[src/rtl/irq_fiq_vector_ctrl.sv]
module irq_fiq_vector_ctrl #(
  parameter int NSRC   = 8,
  parameter int PRIO_W = 4,
  parameter int VEC_W  = 32
) (
  input  logic             clk,
  input  logic             rst_n,
  input  logic [NSRC-1:0]  src,
  input  logic             reg_wr,
  input  logic             reg_rd,
  input  logic [5:0]       reg_addr,
  input  logic [VEC_W-1:0] reg_wdata,
  output logic [VEC_W-1:0] reg_rdata,
  output logic             irq_o,
  output logic             fiq_o
);
  localparam int IDX_W = (NSRC > 1) ? $clog2(NSRC) : 1;
  localparam logic [5:0] A_EN   = 6'h00;
  localparam logic [5:0] A_ROUTE= 6'h01;
  localparam logic [5:0] A_VEC  = 6'h02;
  localparam logic [5:0] A_EOI  = 6'h03;
  localparam logic [5:0] A_DFLT = 6'h04;
  localparam int PRIO_BASE = 16;
  localparam int HDL_BASE  = 32;

  logic [NSRC-1:0]   en_q, route_q;
  logic [PRIO_W-1:0] prio_q [NSRC];
  logic [VEC_W-1:0]  hdl_q  [NSRC];
  logic [VEC_W-1:0]  dflt_q, vec_q;
  logic              svc_q;

  logic [NSRC-1:0]   irq_pend;
  logic              found;
  logic [IDX_W-1:0]  win;
  logic [PRIO_W-1:0] best;
  logic [VEC_W-1:0]  live_vec;
  logic              vec_read, eoi_wr;

  assign irq_pend = src & en_q & ~route_q;
  assign fiq_o    = |(src & en_q & route_q);
  assign vec_read = reg_rd && (reg_addr == A_VEC);
  assign eoi_wr   = reg_wr && (reg_addr == A_EOI);

  always_comb begin
    found = 1'b0;
    win   = '0;
    best  = '0;
    for (int i = 0; i < NSRC; i++) begin
      if (irq_pend[i] && (!found || prio_q[i] > best)) begin
        found = 1'b1;
        win   = IDX_W'(i);
        best  = prio_q[i];
      end
    end
  end

  assign live_vec = found ? hdl_q[win] : dflt_q;
  assign irq_o    = found && !svc_q;

  always_ff @(posedge clk) begin
    if (!rst_n) begin
      en_q    <= '0;
      route_q <= '0;
      dflt_q  <= '0;
      for (int i = 0; i < NSRC; i++) begin
        prio_q[i] <= '0;
        hdl_q[i]  <= '0;
      end
    end else if (reg_wr) begin
      if (reg_addr == A_EN)    en_q    <= reg_wdata[NSRC-1:0];
      if (reg_addr == A_ROUTE) route_q <= reg_wdata[NSRC-1:0];
      if (reg_addr == A_DFLT)  dflt_q  <= reg_wdata;
      for (int i = 0; i < NSRC; i++) begin
        if (reg_addr == 6'(PRIO_BASE + i)) prio_q[i] <= reg_wdata[PRIO_W-1:0];
        if (reg_addr == 6'(HDL_BASE + i))  hdl_q[i]  <= reg_wdata;
      end
    end
  end

  always_ff @(posedge clk) begin
    if (!rst_n) begin
      svc_q <= 1'b0;
      vec_q <= '0;
    end else begin
      if (vec_read && !svc_q) begin
        vec_q <= live_vec;
        svc_q <= found;
      end
      if (eoi_wr) svc_q <= 1'b0;
    end
  end

  always_comb begin
    reg_rdata = '0;
    case (reg_addr)
      A_EN:    reg_rdata[NSRC-1:0] = en_q;
      A_ROUTE: reg_rdata[NSRC-1:0] = route_q;
      A_VEC:   reg_rdata = svc_q ? vec_q : live_vec;
      A_DFLT:  reg_rdata = dflt_q;
      default: begin
        for (int i = 0; i < NSRC; i++) begin
          if (reg_addr == 6'(PRIO_BASE + i)) reg_rdata[PRIO_W-1:0] = prio_q[i];
          if (reg_addr == 6'(HDL_BASE + i))  reg_rdata = hdl_q[i];
        end
      end
    endcase
  end

  assert_service_starts_on_read_R6: assert property (@(posedge clk) disable iff (!rst_n)
    $rose(svc_q) |-> $past(vec_read));

  assert_vector_held_R8: assert property (@(posedge clk) disable iff (!rst_n)
    (svc_q && !eoi_wr) |=> $stable(vec_q) && svc_q);

  assert_eoi_ends_service_R9: assert property (@(posedge clk) disable iff (!rst_n)
    eoi_wr |=> !svc_q);

  assert_spurious_no_service_R7: assert property (@(posedge clk) disable iff (!rst_n)
    (vec_read && !svc_q && !(|(src & en_q & ~route_q))) |=> !svc_q);

  assert_winner_is_irq_source_R10: assert property (@(posedge clk) disable iff (!rst_n)
    irq_o |-> (src[win] && en_q[win] && !route_q[win]));

  assert_service_silences_irq_R8: assert property (@(posedge clk) disable iff (!rst_n)
    $past(svc_q) && svc_q |-> !irq_o);
endmodule

[config.mk]
export PLATFORM = sky130hd
export DESIGN_NAME = irq_fiq_vector_ctrl
export DESIGN_NICKNAME = d
export VERILOG_FILES = /design/src/rtl/irq_fiq_vector_ctrl.sv
export SDC_FILE = /design/constraint.sdc
export NUM_CORES = 1
export LEC_CHECK = 0
export ABC_AREA = 1
export CAP_MARGIN = 5
export CORE_MARGIN = 4
export CORE_UTILIZATION = 43
export CTS_CLUSTER_DIAMETER = 30
export DETAILED_ROUTE_END_ITERATION = 16
export PLACE_DENSITY = 0.71
export SLEW_MARGIN = 20
export SYNTH_ARGS = -nofsm -noshare
export SYNTH_HDL_FRONTEND = slang
export SYNTH_SLANG_ARGS = --single-unit
[constraint.sdc]
create_clock -name clk -period 20.5 [get_ports clk]
set_input_delay 2.05 -clock clk [delete_from_list [all_inputs] [get_ports clk]]
set_output_delay 2.05 -clock clk [all_outputs]
set_load 0.03 [all_outputs]
==> key figures <==
Place
  • Routability cong.: 0.923
  • Port bufs: 83
  • DP HPWL: 40400 um
  • Pre-CTS WS: 3930 ps

Setup path
  • CP arrival: 14810 ps
  • Kind of critical path: in -> out
  • CP peak stage delay: 1030 ps
  • CP Max Fanout: 59
  • Crit. End Element: output pin
  • CP Launch Type: input port
  • Most used cell, CP: nand2_1
  • CP required: 18450 ps
  • CP max stage cell: nand3_2

Logic synthesis
  • Yosys top cell area share: 44.0%
  • Top post-synthesis cells by area: edfxtp_1 (44%), nand3_1 (11%), nand2_1 (11%)
  • Seq/Total Area, Yosys: 52.2%
  • Main combinational cell family by area after synthesis: simple AND/OR/NAND/NOR gates
  • Post-synth top area cell: edfxtp_1
  • Post-Synth XOR/XNOR Area: 0%
  • Synth Area in Compound Gates: 8.11%
  • Synth Area in Adders: 1.78%
  • Synthesized Nets: 2493
  • Asr flop ratio synth: 0%
  • Synth Register Bits: 369
  • Synth Warn #: 0
  • Top cells by count, synth: nand2_1 (560), nand3_1 (424), nor2_1 (386)
  • Post-synthesis mux area share: 0%
  • Post-synth EDFFs: 288
  • Most used flip-flop cell after synthesis: edfxtp_1
  • Top-count cell post-synth: nand2_1
  • Mean post-synth cell area: 8.14 um2
  • Synth Area in Simple Gates: 31.7%
  • Syn Inst Count: 2415
  • Post-Syn Area: 19700 um2
  • Synth cell types: 39

Flow run
  • Max-Cap Viols: 0

Layout
  • FF/Latch Area: 10300 um2
  • Share of post-route cells with drive strength above 1: 8.30%
  • Area occupied by multi-input gates: 8250 um2
  • Syn-to-layout area delta: 18.0%
  • Total Nets Final: 2528
  • Filler Cell Count: 4099

Timing
  • Slew @ Worst Pin: 1130 ps
  • Final setup viols: 0
  • Final worst slack: 3640 ps
  • Max Slew Vio Count: 0
  • Setup TNS: 0 ps
  • Unrepaired setup endpoints after global routing: no
  • Final period utilization: 82.2%
  • Slew margin rel.: 24.6%
  • Final min period: 16860 ps
  • Final Hold Vio Count: 0
  • Max Freq: 0.0593 GHz
  • Worst Skew: 31.8 ps

Routing
  • # DRC: 0
  • Final ANT Viol Nets: 0
  • Vias: 18.7k
  • DR vias/cell: 6.02
  • 1st-pass router iterations: 8
  • DRT iter0 DRCs: 2760
  • Routed WL: 67200 um
  • WL/cell: 21.6 um

GRT
  • Initial antenna violation count: 2
  • Global route hottest layer: met2
  • M1 GR Usage: 33.1%
  • Global-route wire length before repair: 102000 um
  • Largest net degree at the start of global routing: 77
  • Vias in the first global route: 17.9k
  • Total GRT Usage: 26.0%
  • Met2 Track Usage GR: 41.9%
  • Global route total overflow: 0
  • Grt met3 use: 6.41%

Clocking
  • Cts bufs inserted: 72
  • Clk buf depth: 3
  • H-tree depth: 3
  • Clk sinks: 369
  • Skew-Pair Late Insertion Delay: 590 ps
  • Root buffer cell: clkbuf_16
  • CTS tree: built
  • Setup Fix Bufs, Post-CTS: 0
  • Clock slew at reported path FFs: 50 ps
  • Hold buffer count at cts: 0
  • Post_cts resized: 0

Die
  • Die H: 222 um
  • IO Pins: 84
  • Die Wd: 222 um
  • Die area: 49200 um2
  • FP Rows: 78
  • Initial Util: 43.4%
  • Core area: 45300 um2

Pwr
  • P_leak: 9.43 nW
  • Worst vdd ir: 0.0665 mV
  • PD cells: 93.7 nW/um2

Status
  • Status: finished clean

Worst hold path
  • Class of the worst hold path: reg -> reg
worst paths after layout:
check	endpoint	startpoint	cells after the start	slack, ps
worst max-delay path	reg_rdata[5]	src[0]	67	3640
worst min-delay path	dflt_q[3]	dflt_q[3]	2	490
worst max register to register	vec_q[5]	en_q[0]	63	8660
worst min register to register	dflt_q[3]	dflt_q[3]	2	490
through the flow:
| stage | hold WS (ps) | cells | instance area, um2 | utilization, % | total power, mW |
|---|---|---|---|---|---|
| after floorplan | 450 | 2415 | 19700 | - | 0.952 |
| after global placement | 476 | 2976 | 20800 | 45.9 | 1.01 |
| after detailed placement | 476 | 2976 | 20800 | 45.9 | 1.01 |
| after CTS | 485 | 3107 | 23200 | 51.2 | 2.17 |
| after global routing | 503 | 3107 | 23200 | 51.2 | 2.23 |
| final | 486 | 3108 | 23200 | 51.2 | 2.17 |
worst max-delay path, delay by kind of cell:
| family | cells | cell delay, ps |
|---|---|---|
| buffers and inverters | 6 | 2710 |
| adder cells (fa/ha/maj) | 7 | 2230 |
| AND/OR/NAND/NOR | 34 | 4440 |
| AO/OA/AOI/OAI | 20 | 3310 |
layout make-up:
cell class	instances	share of cell area [%]
Inverter	110	1.80
Timing Repair Buffer	118	4.70
Antenna cell	1	0.0108
Sequential cell	369	44.3
Tap cell	600	3.24
Multi-Input combinational cell	1779	35.5
Clock inverter	40	1.96
Clock buffer	91	8.48
cell families (layout without fill, tap and decap cells):
group | Yosys count | in the layout
other cells | 0 | 1
buf+inv | 267 | 359
simple gates | 1455 | 1455
fa+ha+maj | 28 | 28
flops | 369 | 369
compound gates | 296 | 296
sequential cells by signal, summed over array words and instances (netlist names):
name and count:
en_q 8, hdl_q 256, dflt_q 32, route_q 8, prio_q 32, svc_q 1
vec_q 32
routing by layer:
metal	vias to the layer above	share of wire (%)	routed length [um]
li1	8314	-	-
met1	8768	37	25000
met2	1324	46	30800
met3	298	12	8150
met4	2	4.7	3140
met5	-	0.019	13
power breakdown:
| part | internal, mW | switching, mW |
|---|---|---|
| clock network | 0.779 | 0.393 |
| registers | 0.846 | 0.0224 |
| logic | 0.0423 | 0.0913 |
| total | 1.67 | 0.507 |
layout by cell type, fill, tap and decap left out, types with 13 or more instances in the layout:
master | netlist | routed
clkinv_2 | 1 | 13
clkdlybuf4s50_1 | 0 | 82
buf_4 | 11 | 36
nor2_1 | 386 | 378
dfxtp_1 | 81 | 81
a22oi_1 | 14 | 14
or2_2 | 25 | 25
o21ai_0 | 135 | 134
edfxtp_1 | 288 | 288
clkbuf_1 | 80 | 13
clkbuf_16 | 0 | 75
inv_1 | 105 | 104
ha_1 | 28 | 28
nand2_1 | 560 | 560
nand4_1 | 34 | 34
a21oi_1 | 117 | 117
nand3_1 | 424 | 424
Power figures use the tool's default switching activity.
